**config.mk**
```make
export PLATFORM = sky130hd
export DESIGN_NAME = burst_mode_ctrl
export DESIGN_NICKNAME = d
export VERILOG_FILES = /design/src/rtl/burst_pkg.sv /design/src/rtl/burst_blank_timer.sv /design/src/rtl/burst_phase_fsm.sv /design/src/rtl/burst_out_decode.sv /design/src/rtl/burst_mode_ctrl.sv
export SDC_FILE = /design/constraint.sdc
export NUM_CORES = 1
export LEC_CHECK = 0
export BUFFER_PORTS_ARGS = -buffer_cell sky130_fd_sc_hd__buf_2
export CAP_MARGIN = 10
export CORE_ASPECT_RATIO = 1.1
export CORE_MARGIN = 2
export CORE_UTILIZATION = 55
export CTS_BUF_LIST = sky130_fd_sc_hd__clkbuf_8
export CTS_CLUSTER_DIAMETER = 200
export CTS_CLUSTER_SIZE = 25
export DETAILED_ROUTE_END_ITERATION = 6
export PLACE_DENSITY = 0.79
export SYNTH_ARGS = -nofsm -noshare
export SYNTH_HDL_FRONTEND = slang
export SYNTH_SLANG_ARGS = --single-unit
```
**constraint.sdc**
```tcl
create_clock -name clk_i -period 1.66 [get_ports clk_i]
set_input_delay 0.249 -clock clk_i [delete_from_list [all_inputs] [get_ports clk_i]]
set_output_delay 0.249 -clock clk_i [all_outputs]
set_load 0.05 [all_outputs]
```
**src/rtl/burst_pkg.sv**
```systemverilog
package burst_pkg;

    typedef enum logic [1:0] {
        PH_NORMAL = 2'd0,
        PH_REST   = 2'd1,
        PH_PULSE  = 2'd2
    } phase_e;

    typedef struct packed {
        phase_e phase;
    } fsm_regs_t;

    typedef struct packed {
        logic burst;
        logic bias;
        logic sw;
        logic low_ilim;
    } out_bus_t;

endpackage

```
**src/rtl/burst_blank_timer.sv**
```systemverilog
module burst_blank_timer #(
    parameter int unsigned HOLD_CYCLES = 1000000
) (
    input  logic clk_i,
    input  logic rst_ni,
    input  logic arm_i,
    output logic expire_o
);
    localparam int unsigned CNT_W = (HOLD_CYCLES > 1) ? $clog2(HOLD_CYCLES) : 1;
    localparam logic [CNT_W-1:0] LAST = CNT_W'(HOLD_CYCLES - 1);

    typedef struct packed {
        logic [CNT_W-1:0] cnt;
    } tmr_regs_t;

    tmr_regs_t tmr_d, tmr_q;

    always_comb begin
        tmr_d    = tmr_q;
        expire_o = 1'b0;
        if (arm_i) begin
            if (tmr_q.cnt == LAST) begin
                expire_o  = 1'b1;
                tmr_d.cnt = '0;
            end else begin
                tmr_d.cnt = tmr_q.cnt + CNT_W'(1);
            end
        end else begin
            tmr_d.cnt = '0;
        end
    end

    always_ff @(posedge clk_i or negedge rst_ni) begin
        if (!rst_ni) begin
            tmr_q <= '0;
        end else begin
            tmr_q <= tmr_d;
        end
    end
endmodule

```
**src/rtl/burst_phase_fsm.sv**
```systemverilog
module burst_phase_fsm
    import burst_pkg::*;
(
    input  logic   clk_i,
    input  logic   rst_ni,
    input  logic   expire_i,
    input  logic   wake_i,
    input  logic   sleep_i,
    input  logic   exit_i,
    output phase_e phase_o
);
    fsm_regs_t fsm_d, fsm_q;

    always_comb begin
        fsm_d = fsm_q;
        unique case (fsm_q.phase)
            PH_NORMAL: begin
                if (expire_i) fsm_d.phase = PH_REST;
            end
            PH_REST: begin
                if (exit_i)      fsm_d.phase = PH_NORMAL;
                else if (wake_i) fsm_d.phase = PH_PULSE;
            end
            PH_PULSE: begin
                if (exit_i)       fsm_d.phase = PH_NORMAL;
                else if (sleep_i) fsm_d.phase = PH_REST;
            end
            default: fsm_d.phase = PH_NORMAL;
        endcase
    end

    always_ff @(posedge clk_i or negedge rst_ni) begin
        if (!rst_ni) begin
            fsm_q.phase <= PH_NORMAL;
        end else begin
            fsm_q <= fsm_d;
        end
    end

    assign phase_o = fsm_q.phase;
endmodule

```
**src/rtl/burst_out_decode.sv**
```systemverilog
module burst_out_decode
    import burst_pkg::*;
(
    input  phase_e   phase_i,
    output out_bus_t out_o
);
    always_comb begin
        out_o = '0;
        unique case (phase_i)
            PH_NORMAL: begin
                out_o.bias = 1'b1;
                out_o.sw   = 1'b1;
            end
            PH_REST: begin
                out_o.burst    = 1'b1;
                out_o.low_ilim = 1'b1;
            end
            PH_PULSE: begin
                out_o.burst    = 1'b1;
                out_o.bias     = 1'b1;
                out_o.sw       = 1'b1;
                out_o.low_ilim = 1'b1;
            end
            default: begin
                out_o.bias = 1'b1;
                out_o.sw   = 1'b1;
            end
        endcase
    end
endmodule

```
**src/rtl/burst_mode_ctrl.sv**
```systemverilog
module burst_mode_ctrl
    import burst_pkg::*;
#(
    parameter int unsigned HOLD_CYCLES = 1000000
) (
    input  logic clk_i,
    input  logic rst_ni,
    input  logic fb_low_i,
    input  logic fb_wake_i,
    input  logic fb_sleep_i,
    input  logic fb_exit_i,
    input  logic burst_dis_i,
    output logic burst_o,
    output logic bias_en_o,
    output logic switch_en_o,
    output logic low_ilim_o
);
    phase_e   phase;
    logic     arm;
    logic     expire;
    out_bus_t outs;

    assign arm = (phase == PH_NORMAL) && fb_low_i && !burst_dis_i;

    burst_blank_timer #(
        .HOLD_CYCLES(HOLD_CYCLES)
    ) u_timer (
        .clk_i   (clk_i),
        .rst_ni  (rst_ni),
        .arm_i   (arm),
        .expire_o(expire)
    );

    burst_phase_fsm u_fsm (
        .clk_i   (clk_i),
        .rst_ni  (rst_ni),
        .expire_i(expire),
        .wake_i  (fb_wake_i),
        .sleep_i (fb_sleep_i),
        .exit_i  (fb_exit_i),
        .phase_o (phase)
    );

    burst_out_decode u_dec (
        .phase_i(phase),
        .out_o  (outs)
    );

    assign burst_o     = outs.burst;
    assign bias_en_o   = outs.bias;
    assign switch_en_o = outs.sw;
    assign low_ilim_o  = outs.low_ilim;
endmodule

```
Word-level counts from Yosys, hierarchy flattened
Index checks and enable logic that the tools add are counted.

Logic and storage cells: 27. Input bits: 7. Bits in registers: 22.

Multiplexer cells: 12. $add $sub $neg: 1. Eq/ne operators: 6. Reductions and logical operators: 6.

Operator list (number): 20-bit two-way mux (2); 20-bit by 1-bit adder with 20-bit output (second input constant) (1); 20-bit equality test (second input constant) (1); 2-bit two-way mux (6); 3-bit inequality test (second input constant) (2); 2-bit case mux with 3 select lines (1); 1-bit two-way mux (3); 3-bit AND reduction (1); 2-bit by 1-bit equality test with 1-bit output (second input constant) (1); 2-bit equality test (second input constant) (1); 1-bit logical AND (2); 2-bit logical NOT (1); 2-bit inequality test (second input constant) (1); 2-bit OR reduction (1); 1-bit logical NOT (1).

Logic depth before layout (Yosys ltp)
Depth in word-level cells: 6. Mapped depth: 7. Mapped depth without buffers: 6.

Modules after synthesis
A second synthesis with hierarchy kept.

Cell total of the unflattened synthesis: 125. Area, all modules: 1262.5 um2.

By module, submodules not included: burst_blank_timer (seq. area each 500.5 um2, cells an instance 109, instances 1, area an instance 1102.3 um2); burst_phase_fsm (seq. area each 50.0 um2, cells an instance 9, instances 1, area an instance 106.4 um2); burst_out_decode (seq. area each 0.0 um2, cells an instance 6, instances 1, area an instance 38.8 um2); burst_mode_ctrl (seq. area each 0.0 um2, cells an instance 1, instances 1, area an instance 15.0 um2).

Least setup slack after synthesis
No wires, ideal clock.

Kind: flip-flop to flip-flop. From: register u_fsm.phase_o[0] (netlist name). To: register u_fsm.phase_o[0] (netlist name). Setup time: 125 ps. Setup slack: -30 ps. Stages on the path, launching flop included: 7. Required time: 1535 ps. Arrival: 1565 ps. Path through: dfrtp_1 -> inv_1 -> ha_1 -> nand3b_1 -> o41ai_1 -> o211ai_1 -> mux2_2.

Longest elaborated chain between the ends: 6. Elaborated cells on any way between the ends: 11.

Ends and longest elaborated chain: 2-bit logical NOT (RTL line burst_phase_fsm.sv:16, burst_mode_ctrl.sv:23); 1-bit logical AND (2 in series) (RTL line burst_mode_ctrl.sv:23) `assign arm = (phase == PH_NORMAL) && fb_low_i && !burst_dis_i;`; 1-bit two-way mux (RTL line burst_blank_timer.sv:21) `if (arm_i) begin`; 2-bit inequality test (no source line); 3-bit AND reduction (no source line).

Parallel ways exist; a longest one is shown, timed or not. A chain may end at the register's enable or synchronous reset.

==> results.cfg <==
[cells_and_area]
num-nets-final = 179
layout.cells.non_filler = 196
regArea_um2 = 551
final_util_pct = 73.9
finalInstanceArea_um2 = 1610
area_growth_pct = 29.9
layout.filler_cells = 160
multiInputGateArea_um2 = 651
antennaDiodeCount = 0
drive_gt1_share_pct = 33.7

[die]
fp.dieH_um = 53.9
floorplan_die_area_um2 = 2660
row_count = 18
io-pin-count = 11
std_cell_core_area_um2 = 2180
starting_density_pct = 56.9
die_x_um = 49.3

[setup_path]
worst_path_cell_with_the_longest_stage_delay = sky130_fd_sc_hd__dfrtp_1
worstPathArrival_ps = 1870
worst_path_required_time_ps = 1860
sequence_of_cells_on_the_critical_path = buf_6, nand4_4, or3_4, or4_4, a21oi_2
cp_max_fo = 4
critical_path.max_stage_delay_ps = 420
path_class = flop to flop
cp-start-kind = flop
critPathCaptureType = flop
ff2ff_path_depth = 5

[synthesis]
synth.yosys.warnings = 0
ys_seq_area_share_pct = 44.3
edff_count_synth = 0
syn-instance-count = 127
synth_flop_cell = sky130_fd_sc_hd__dfrtp_1
synth_async_sr_flop_share_pct = 100
synth_common_cells = 22 x sky130_fd_sc_hd__dfrtp_1, 19 x sky130_fd_sc_hd__nor2_1, 12 x sky130_fd_sc_hd__xnor2_1
synthesis.area_per_instance_um2 = 9.78
yosysTopAreaCellShare_pct = 44.3
synth.distinct_cells = 36
synthMostInstantiatedCell = sky130_fd_sc_hd__dfrtp_1
synth_top_cells_by_area = sky130_fd_sc_hd__dfrtp_1 44%, sky130_fd_sc_hd__xnor2_1 8.5%, sky130_fd_sc_hd__nor2_1 5.7%
synth_fp_nets = 139
synth.ff_latch_count = 22
mappedNetlistArea_um2 = 1240
post_synthesis_cell_type_with_the_largest_combined_area = sky130_fd_sc_hd__dfrtp_1

[status]
run_status = finished with violations
violated_checks = negative setup slack

[cts]
clkLatencyLatePin_ps = 260
tritoncts.num_buffers = 3
cts_max_path_buffers = 2
clock_root_cell = sky130_fd_sc_hd__clkbuf_8
cts_tree = built
cts.clk_slew.worst_paths_ps = 80
cts_sinks = 22
clock_tree.htree_level_count = 1

[grt]
first_global_vias = 1064
antenna_found_initial = 0
grt_max_degree = 23
globalRoute.totalOverflow = 0
global_route.usage.total_pct = 22.9
grt_first_pass_wirelength_mm = 4.55

[placement]
port_buffers = 10
dpl.hpwl_mm = 2.02
gp_congestion = 0.877
instance_area_at_placement_um2 = 1490
numPlacedInstances = 187

[routing]
route.antenna.remaining_nets = 0
detail_route.vias_per_cell = 5.45
drc_errors = 0
drt-pass1-iter-count = 4
wl_per_cell_um = 14.3
route.vias.total = 1068
detail_route.wirelength_mm = 2.80
drt-initial-drc-count = 15

[timing]
finalClockSkew_ps = 5.77
fin_ws_ps = -10.0
tightest_pin_transition_ps = 509
post-route-period-util_pct = 101
grt_setup_unrepaired = true
setup_tns_ps = -10.0
relative_max_transition_margin_pct = 66.1
setup_viol = 1
final_hold_viols = 0
fin_crit_ps = 1670
finalMaxSlewViolations = 0
max_freq_ghz = 0.599

[job]
drv.max_cap_violation_count = 0

[power_and_ir_drop]
peakVddDrop_mv = 0.688
power_per_cell_area_nw_per_um2 = 1030
totalPowerFinal_w = 0.00167
leak_pwr_nw = 0.693

[worst_hold_path]
timing.hold.worst_path_depth = 3
min_path_type = primary input to flop
[worst max-delay path, delay by kind of cell, from the launching register on]
kind            cells  cell delay (ps)
simple gates        3              920
flops               1              420
buf+inv             1              130
compound gates      1              120
[where the power goes]
| part | switching [W] | internal, W |
|---|---|---|
| registers | 0.0000124 | 0.000562 |
| clock network | 0.000178 | 0.000211 |
| logic | 0.000448 | 0.000254 |
| total | 0.000638 | 0.00103 |
[stage by stage]
step	hold slack, ps	worst slack, ps
6_report	263	-10.0
5_1_grt	281	-74.9
4_1_cts	271	-10.7
3_5_place_dp	247	-74.5
3_3_place_gp	238	20.4
2_1_floorplan	-46.6	-0.998
[layer usage]
| layer | up-vias | GRT usage [%] | wire, µm | part of all wire (%) |
|---|---|---|---|---|
| li1 | 518 | - | - | - |
| met1 | 523 | 25.4 | 1210 | 43 |
| met2 | 21 | 45.9 | 1480 | 53 |
| met3 | 6 | 2.50 | 63 | 2.3 |
| met4 | 0 | 7.62 | 48 | 1.7 |
| met5 | - | 0 | 0 | 0 |
[registers in the layout (all words and copies together), names as in the netlist]
signal         flops
u_fsm.phase_o      2
u_timer.tmr_q     20
[cells in the final DEF (no fill, tap or decap), drive strengths merged, types with 4 or more instances in the layout]
cell	count
buf	38
dfrtp	22
nor2	19
xnor2	12
inv	9
nand2	7
or3	6
nor4	5
ha	5
nand3	5
a21oi	5
clkbuf	4
nand4	4
o21ai	4
[layout make-up]
class / count / share of cell area [%]
clock buffers: 4 / 3.41
well taps: 30 / 2.33
inverters: 9 / 2.09
multi-input cells: 92 / 40.3
repair buffers: 39 / 17.8
flip-flops and latches: 22 / 34.1
[path summary, 6_finish.rpt]
kind,startpoint,to,slack [ps]
setup / recovery,u_timer.tmr_q[7]$_DFF_PN0_,u_timer.tmr_q[19]$_DFF_PN0_,-10
hold / removal,fb_exit_i,u_fsm.phase_o[1]$_DFFE_PN0P_,260
setup reg to reg,u_timer.tmr_q[7]$_DFF_PN0_,u_timer.tmr_q[19]$_DFF_PN0_,-10
hold reg to reg,u_timer.tmr_q[19]$_DFF_PN0_,u_timer.tmr_q[19]$_DFF_PN0_,580
max in group asynchronous,rst_ni,u_timer.tmr_q[12]$_DFF_PN0_,830
min in group asynchronous,rst_ni,u_timer.tmr_q[9]$_DFF_PN0_,480
[logic make-up (layout without fill, tap and decap cells)]
family	count (synthesis)	count (layout)	synth area share, %
fa+ha+maj	5	5	5.04
buf+inv	13	52	5.44
compound gates	14	14	6.95
xor+xnor	13	13	9.16
simple gates	58	58	27.4
flops	22	22	44.3
mux	2	2	1.71
[repair_timing]
item	CTS	global route
gates resized for setup	4	3
endpoints found under the hold margin	22	0
hold buffers	1	0
endpoints found under the setup margin	4	21
buffers inserted	4	0
pin swaps	4	3
Power figures use the tool's default switching activity.
